===== src/rtl/slot_class_pkg.sv =====
`timescale 1ns/1ps
package slot_class_pkg;
  localparam int NUM_CNT = 10;
  localparam int SEL_W   = $clog2(NUM_CNT);

  typedef enum int {
    CID_CYCLES   = 0,
    CID_SLOTS    = 1,
    CID_ISSUED   = 2,
    CID_RETIRED  = 3,
    CID_FE_BUB   = 4,
    CID_REC_BUB  = 5,
    CID_STARVE   = 6,
    CID_MS_RET   = 7,
    CID_CLEARS   = 8,
    CID_MISPRED  = 9
  } cnt_id_e;
endpackage


===== src/rtl/slot_event_gen.sv =====
`timescale 1ns/1ps
module slot_event_gen
  import slot_class_pkg::*;
#(
  parameter int ISSUE_W = 4,
  parameter int IW      = $clog2(ISSUE_W + 1)
) (
  input  logic                        be_stall,
  input  logic                        recovering,
  input  logic [IW-1:0]               issued_uops,
  input  logic [IW-1:0]               retired_uops,
  input  logic [IW-1:0]               delivered_uops,
  input  logic [IW-1:0]               ms_retired_uops,
  input  logic                        machine_clear,
  input  logic                        mispred_retired,
  input  logic [IW-1:0]               starve_thr,
  output logic [NUM_CNT-1:0][IW-1:0]  inc
);
  localparam logic [IW-1:0] WIDTH_V = IW'(ISSUE_W);

  function automatic logic [IW-1:0] clamp_w(input logic [IW-1:0] v);
    return (v > WIDTH_V) ? WIDTH_V : v;
  endfunction

  logic [IW-1:0] bubbles;

  always_comb begin
    bubbles = WIDTH_V - clamp_w(delivered_uops);
    inc = '0;
    inc[CID_CYCLES]  = IW'(1);
    inc[CID_SLOTS]   = WIDTH_V;
    inc[CID_ISSUED]  = clamp_w(issued_uops);
    inc[CID_RETIRED] = clamp_w(retired_uops);
    inc[CID_FE_BUB]  = be_stall ? '0 : bubbles;
    inc[CID_REC_BUB] = recovering ? WIDTH_V : '0;
    inc[CID_STARVE]  = (!be_stall && (bubbles >= starve_thr)) ? IW'(1) : '0;
    inc[CID_MS_RET]  = clamp_w(ms_retired_uops);
    inc[CID_CLEARS]  = machine_clear ? IW'(1) : '0;
    inc[CID_MISPRED] = mispred_retired ? IW'(1) : '0;
  end

  // a starved cycle never exceeds one count
  always_comb begin
    a_starve_single_r5: assert (inc[CID_STARVE] <= IW'(1));
  end
endmodule


===== src/rtl/sat_counter.sv =====
`timescale 1ns/1ps
module sat_counter #(
  parameter int CNT_W = 48,
  parameter int INC_W = 3
) (
  input  logic             clk,
  input  logic             rst_n,
  input  logic             en,
  input  logic             clr,
  input  logic [INC_W-1:0] inc,
  output logic [CNT_W-1:0] cnt
);
  localparam logic [CNT_W-1:0] CNT_MAX = {CNT_W{1'b1}};

  logic [CNT_W:0] sum;
  assign sum = {1'b0, cnt} + (CNT_W+1)'(inc);

  always_ff @(posedge clk or negedge rst_n) begin
    if (!rst_n)       cnt <= '0;
    else if (clr)     cnt <= '0;
    else if (en)      cnt <= sum[CNT_W] ? CNT_MAX : sum[CNT_W-1:0];
  end

  p_clear_wins_r8: assert property (@(posedge clk) disable iff (!rst_n)
    clr |=> (cnt == '0));

  p_hold_when_off_r7: assert property (@(posedge clk) disable iff (!rst_n)
    (!en && !clr) |=> $stable(cnt));

  p_no_wrap_r9: assert property (@(posedge clk) disable iff (!rst_n)
    !clr |=> (cnt >= $past(cnt)));
endmodule


===== src/rtl/slot_class_counters.sv =====
`timescale 1ns/1ps
module slot_class_counters
  import slot_class_pkg::*;
#(
  parameter int ISSUE_W = 4,
  parameter int CNT_W   = 48,
  localparam int IW     = $clog2(ISSUE_W + 1)
) (
  input  logic              clk,
  input  logic              rst_n,
  input  logic              count_en,
  input  logic              clear,
  input  logic [IW-1:0]     issued_uops,
  input  logic [IW-1:0]     retired_uops,
  input  logic [IW-1:0]     delivered_uops,
  input  logic              be_stall,
  input  logic              recovering,
  input  logic [IW-1:0]     ms_retired_uops,
  input  logic              machine_clear,
  input  logic              mispred_retired,
  input  logic [IW-1:0]     starve_thr,
  input  logic [SEL_W-1:0]  rd_sel,
  output logic [CNT_W-1:0]  rd_data
);
  localparam logic [CNT_W-1:0] CNT_MAX  = {CNT_W{1'b1}};
  localparam logic [CNT_W-1:0] WIDTH_C  = CNT_W'(ISSUE_W);
  localparam logic [CNT_W-1:0] SLOT_LIM = CNT_MAX / WIDTH_C;

  logic [NUM_CNT-1:0][IW-1:0]    inc;
  logic [NUM_CNT-1:0][CNT_W-1:0] cnt;

  slot_event_gen #(.ISSUE_W(ISSUE_W), .IW(IW)) u_evgen (
    .be_stall        (be_stall),
    .recovering      (recovering),
    .issued_uops     (issued_uops),
    .retired_uops    (retired_uops),
    .delivered_uops  (delivered_uops),
    .ms_retired_uops (ms_retired_uops),
    .machine_clear   (machine_clear),
    .mispred_retired (mispred_retired),
    .starve_thr      (starve_thr),
    .inc             (inc)
  );

  for (genvar g = 0; g < NUM_CNT; g++) begin : g_cnt
    sat_counter #(.CNT_W(CNT_W), .INC_W(IW)) u_cnt (
      .clk   (clk),
      .rst_n (rst_n),
      .en    (count_en),
      .clr   (clear),
      .inc   (inc[g]),
      .cnt   (cnt[g])
    );
  end

  always_comb begin
    rd_data = '0;
    for (int i = 0; i < NUM_CNT; i++) begin
      if (rd_sel == SEL_W'(i)) rd_data = cnt[i];
    end
  end

  // slot total tracks width times cycles until saturation
  p_slots_track_cycles_r1: assert property (@(posedge clk) disable iff (!rst_n)
    (cnt[CID_CYCLES] <= SLOT_LIM) |-> (cnt[CID_SLOTS] == cnt[CID_CYCLES] * WIDTH_C));

  // a stalled cycle leaves frontend bubbles untouched
  p_stall_no_bubble_r3: assert property (@(posedge clk) disable iff (!rst_n)
    (count_en && !clear && be_stall) |=> $stable(cnt[CID_FE_BUB]));

  // a recovery cycle charges the whole width
  p_recovery_full_r4: assert property (@(posedge clk) disable iff (!rst_n)
    (count_en && !clear && recovering && (cnt[CID_REC_BUB] <= CNT_MAX - WIDTH_C))
    |=> (cnt[CID_REC_BUB] == $past(cnt[CID_REC_BUB]) + WIDTH_C));
endmodule


===== config.mk =====
export PLATFORM = sky130hd
export DESIGN_NAME = slot_class_counters
export DESIGN_NICKNAME = d
export VERILOG_FILES = /design/src/rtl/slot_class_pkg.sv /design/src/rtl/slot_event_gen.sv /design/src/rtl/sat_counter.sv /design/src/rtl/slot_class_counters.sv
export SDC_FILE = /design/constraint.sdc
export NUM_CORES = 1
export LEC_CHECK = 0
export BUFFER_PORTS_ARGS = -buffer_cell sky130_fd_sc_hd__buf_2
export CORE_MARGIN = 2
export CORE_UTILIZATION = 30
export CTS_CLUSTER_DIAMETER = 80
export DETAILED_ROUTE_END_ITERATION = 6
export SETUP_SLACK_MARGIN = 0.4
export SLEW_MARGIN = 5
export SYNTH_ARGS = -nofsm -noshare
export SYNTH_HDL_FRONTEND = slang
export SYNTH_SLANG_ARGS = --single-unit
export TNS_END_PERCENT = 1

===== constraint.sdc =====
create_clock -name clk -period 6.8 [get_ports clk]
set_input_delay 0.68 -clock clk [delete_from_list [all_inputs] [get_ports clk]]
set_output_delay 0.68 -clock clk [all_outputs]
set_load 0.01 [all_outputs]

# Word level (Yosys, flattened, before mapping)
# Cells that the tools add are included.
# op_classes
add_sub_neg,11
mux,49
reduce_logical,4
eq_ne,9
order_cmp,5
# ops
operator,n
48-bit 2-to-1 mux,40
48-bit by 3-bit adder with 49-bit output,5
48-bit by 1-bit adder with 49-bit output,3
"48-bit by 1-bit adder with 49-bit output, second input constant",1
"48-bit by 3-bit adder with 49-bit output, second input constant",1
3-bit 2-to-1 mux,6
"4-bit by 3-bit equality test with 1-bit output, second input constant",4
"3-bit greater-than comparator, second input constant",4
"4-bit by 2-bit equality test with 1-bit output, second input constant",2
"4-bit equality test, second input constant",2
"4-bit by 1-bit equality test with 1-bit output, second input constant",1
4-bit zero test,1
3-bit >= comparator,1
1-bit 2-to-1 mux,3
"3-bit subtractor, first input constant",1
2-bit nonzero test,1
1-bit logical AND,1
1-bit zero test,1
# totals
output_inout_bits,48
inputBits,27
word_cells,88
ff_bits,480

# Longest topological paths before layout
# logic_depth
depth_word,11
depth_mapped,15
mapped_depth_nobuf,14

# Cells and area by module
# A second synthesis with hierarchy kept.
# unflattened
hier_cells,4111
area_unflattened_um2,34645.7
# by_module_without_submodules
mod,area_each_um2,seq_area_each_um2,cells_per_inst,n_inst
sat_counter at g_cnt[0].u_cnt ...,3006.6,1201.2,342,7
sat_counter at g_cnt[5].u_cnt ...,2944.1,1201.2,348,2
slot_class_counters,4299.1,0.0,624,1
sat_counter at g_cnt[4].u_cnt,3109.2,1201.2,353,1
slot_event_gen,302.8,0.0,44,1

# Least setup slack after synthesis
# OpenSTA, ideal clock, no wires.
# synth_path
path_kind,input to register
start,in delivered_uops[2]
end,reg g_cnt[6].u_cnt.cnt[40]
path_slack_ps,3330
t_arrival_ps,3338
setup_ps,132
n_path_buf,1
required_ps,6668
stages,15
cell_sequence,nand2b_1 ha_1 ha_1 a21o_1 a21oi_1 nor2_1 ha_1 ha_1 nand3_1 nor3_1 and3_1 clkbuf_1 and3_1 mux2i_1 nor2_1
# synth_between
elab_chain_len,10
# synth_rtl
element,line_no,rtl
from (decl),slot_class_counters.sv:15,"input logic [IW-1:0] delivered_uops,"
3-bit greater-than comparator,slot_event_gen.sv:22,return (v > WIDTH_V) ? WIDTH_V : v;
3-bit 2-to-1 mux (*),slot_event_gen.sv:22,
3-bit subtractor (*),slot_event_gen.sv:28,bubbles = WIDTH_V - clamp_w(delivered_uops);
3-bit >= comparator (*),slot_event_gen.sv:36,inc[CID_STARVE] = (!be_stall && (bubbles >= starve_thr)) ? IW'(1) : '0;
1-bit logical AND (*),slot_event_gen.sv:36,
1-bit 2-to-1 mux (*),slot_event_gen.sv:36,
48-bit by 1-bit adder with 49-bit output (*),sat_counter.sv:16,"assign sum = {1'b0, cnt} + (CNT_W+1)'(inc);"
48-bit 2-to-1 mux (*) (2 in series),sat_counter.sv:21,else if (en) cnt <= sum[CNT_W] ? CNT_MAX : sum[CNT_W-1:0];
48-bit 2-to-1 mux (*),sat_counter.sv:20,else if (clr) cnt <= '0;
to (signal assigned),sat_counter.sv:21,
to (decl),sat_counter.sv:11,output logic [CNT_W-1:0] cnt
# Mark *: on every way between the ends. The rest lies on a longest branch, timed or not. The select of a mux whose other input is x is not followed.
# A chain may end at the register's enable or synchronous reset.

# Worst setup path in the final report
# layout_path
start,in delivered_uops[2]
end,reg g_cnt[6].u_cnt.cnt[21]
# The elaborated chain is that of the path after synthesis.

==> metrics.yaml <==
clockRootBuffer: "clkbuf_16"
maxCapViolCount: 0
power_leakage_nw: 13.0
routed_wl_mm: 126
synth_warnings: 0
dp_hpwl_mm: 92.3
rsz0062_at_grt: "false"
setup-tns-final_ns: 0
cts_buffers: 57
synth-adder-area-share_pct: 1.32
dp.cells: 4985
synth.net_count: 3800
place_congestion: 0.995
ios: 75
reg.largest.list: "g_cnt.u_cnt.cnt (478)"
crit_slowest_cell: "nor2_1"
firstDrtPassIters: 7
detail-route-antenna-nets: 0
critPathMaxStageDelay_ns: 0.68
core_sq_um: 102000
setup_viol: 0
row_count: 117
status: "finished, violations left"
fin_skew_ns: 0.0481
cts_max_level: 2
drc_errors: 2
muxShareOfSynthArea_pct: 4.19
via_count: 31630
worstSkewPairLatency_ns: 0.67
wl_per_cell_um: 24.8
die_h_um: 324
netlist.area_leader.share_pct: 38.8
synth-async-reset-ratio_pct: 100
antenna_found_initial: 10
synth-simple-area-share_pct: 26.3
tightest_slew_ns: 1.22
power_density_nw_per_um2: 190
critPathLaunchType: "primary input"
worstPathArrival_ns: 5.13
synth_edf_count: 0
synth.area.top_cells: "dfrtp_1 39%, nor2_1 5.1%, a21oi_1 4.7%"
cts_setup_buffers: 0
fin_ws_ns: 2.23
synth_top_family_by_area: "simple AND/OR/NAND/NOR gates"
post-route-period-util_pct: 67.1
preCtsSetupSlack_ns: 1.76
synthesis.area_sq_um: 30800
clk_pin_slew_worst_paths_ns: 0.06
cts_tree: "done"
cp_cell_sequence: "buf_2 > nand2b_1 > ha_1 > ha_1 > a21o_1 > a21oi_1 > nor2_1 > ha_1 > ha_1 > nand3_1 > nor4_1 > nand4_1 > buf_4 > nand2_1 > nor2_1 > a211oi_1"
syn_area_per_cell_sq_um: 8.23
largest_reg_flops: 478
clock_sinks: 478
max-slew-margin-rel_pct: 17.8
grt.total_usage_pct: 23.1
cts_resized: 0
worstSetupPathType: "in -> reg"
grt_start_max_net_pins: 177
synthDistinctLibCells: 77
hold_viol: 0
largest_register: "g_cnt.u_cnt.cnt"
crit_top_cell: "ha_1"
ys.flop_type: "dfrtp_1"
finalNetCount: 3734
portBuffers: 74
die-area_sq_um: 105000
worstPathRequired_ns: 7.36
syn-instance-count: 3743
maxSlewViolCount: 0
synth_compound_area_share_pct: 24.8
die_x_um: 324
grt_pass1_wl_mm: 189
crit_fanout: 21
seq_area_frac_synth_pct: 38.8
clock_path_buffers: 3
worst_setup_path_end_kind: "register"
post_synth_xor_area_fraction_pct: 0.341
postCtsHoldBufs: 1
first_iter_violations: 4166
synth_largest_area_cell: "dfrtp_1"
num-fill-cells: 10658
overflow: 0
worstHoldPathType: "in -> reg"
fin_crit_ns: 4.57
grt_pass1_vias: 28514
layout.cells.non_filler: 5093
yosys_register_bits: 478
violations: "DRC"
fmax_mhz: 219
area_growth_pct: 11.6
peakVddDrop_mv: 0.193
initial_core_util_pct: 30.3
drive_gt1_share_pct: 7.47
vias_per_cell: 6.21
==> layout make-up <==
class | count | area (sq um) | area share (%)
multi-input combinational | 2926 | 17600 | 51.2
sequential | 478 | 12000 | 34.8
tap | 1368 | 1710 | 4.98
clock buffer | 82 | 1660 | 4.83
timing repair buffer | 123 | 798 | 2.32
inverter | 91 | 342 | 0.994
clock inverter | 24 | 292 | 0.849
antenna | 1 | 2.50 | 0.00728
==> synthesized netlist by cell type, types with 5 or more instances <==
cell type,number
o21bai_1,8
a21oi_1,291
and4_1,48
nor4_1,65
clkbuf_1,226
o211ai_1,17
a41oi_1,26
and3_1,138
nor3_1,195
nand3_1,199
or3_1,20
a211oi_1,115
a31oi_1,107
a21o_1,7
inv_1,91
o21ai_0,185
a221oi_1,45
o221a_2,11
nor2b_1,22
dfrtp_1,478
a22oi_1,23
o21a_1,36
xnor2_1,7
xor2_1,5
nand4_1,123
buf_1,16
a221o_1,34
o221ai_1,9
a41o_1,9
mux2i_1,121
or2_2,20
o22ai_1,52
nor2_1,422
nand2b_1,18
o211a_1,20
and2_1,50
ha_1,26
a311oi_1,103
a31o_2,6
nand2_1,270
==> per-layer routing <==
metal / vias up / part of all wire, % / wire length (um) / track usage [%]
li1: 14269 / - / - / -
met1: 15373 / 43 / 53900 / 33.0
met2: 1712 / 43 / 54000 / 33.6
met3: 260 / 10 / 12600 / 4.63
met4: 16 / 4.6 / 5770 / 9.93
met5: - / 0.090 / 114 / 0
==> report_power, final <==
group / internal [W] / leakage, nW / switching [W] / total (W)
clock network: 0.00189 / 0.955 / 0.00136 / 0.00325
logic: 0.0000929 / 5.39 / 0.000312 / 0.000405
registers: 0.00286 / 6.66 / 0.0000302 / 0.00289
==> per-stage QoR <==
step                      util [%]  hold slack (ns)  power, W  cell area, sq um
after global placement        31.8            0.490   0.00334             32400
after global routing          33.8            0.416   0.00673             34400
final                         33.8            0.398   0.00654             34400
after floorplan                  -            0.384   0.00315             30800
after detailed placement      31.8            0.510   0.00334             32400
after CTS                     33.8            0.359   0.00659             34400
==> cells by family (layout without fill, tap and decap cells) <==
family                     after synthesis  after routing
and+or+nand+nor                       1619           1619
AOI/OAI and AO/OA                     1139           1139
DFF                                    478            478
buffers and inverters                  339            320
muxes                                  126            126
adders and majority gates               30             30
xor gates and xnor gates                12             12
other                                    0              1
==> critical path: cells and delay by family <==
kind	cells	cell delay, ns
AO/OA/AOI/OAI	3	0.40
adder cells (fa/ha/maj)	4	1.14
buffers and inverters	2	0.54
AND/OR/NAND/NOR	7	2.36
==> placed cells by master (no fill, tap or decap), types with 48 or more instances in the layout <==
cell | Yosys | layout
a211oi_1 | 115 | 115
and4_1 | 48 | 48
a21oi_1 | 291 | 291
a31oi_1 | 107 | 107
nor2_1 | 422 | 420
o21ai_0 | 185 | 185
inv_1 | 91 | 89
nor3_1 | 195 | 193
o22ai_1 | 52 | 52
buf_2 | 4 | 70
clkbuf_16 | 0 | 57
nand2_1 | 270 | 270
and3_1 | 138 | 138
a311oi_1 | 103 | 103
nor4_1 | 65 | 64
and2_1 | 50 | 50
nand4_1 | 123 | 123
nand3_1 | 199 | 199
mux2i_1 | 121 | 121
dfrtp_1 | 478 | 478
==> final timing paths <==
path                                       startpoint                endpoint  slack [ns]  depth (start not counted)
worst min register to register  g_cnt[6].u_cnt.cnt[7]   g_cnt[6].u_cnt.cnt[7]        0.52                          1
worst min-delay path                         count_en   g_cnt[9].u_cnt.cnt[5]        0.40                          3
worst max register to register  g_cnt[8].u_cnt.cnt[0]  g_cnt[8].u_cnt.cnt[29]        3.12                          8
worst max-delay path                delivered_uops[2]  g_cnt[6].u_cnt.cnt[21]        2.23                         16
min in group asynchronous                       rst_n  g_cnt[6].u_cnt.cnt[19]        0.63                          2
max in group asynchronous                       rst_n  g_cnt[3].u_cnt.cnt[28]        4.67                          3
Power figures use the tool's default switching activity.
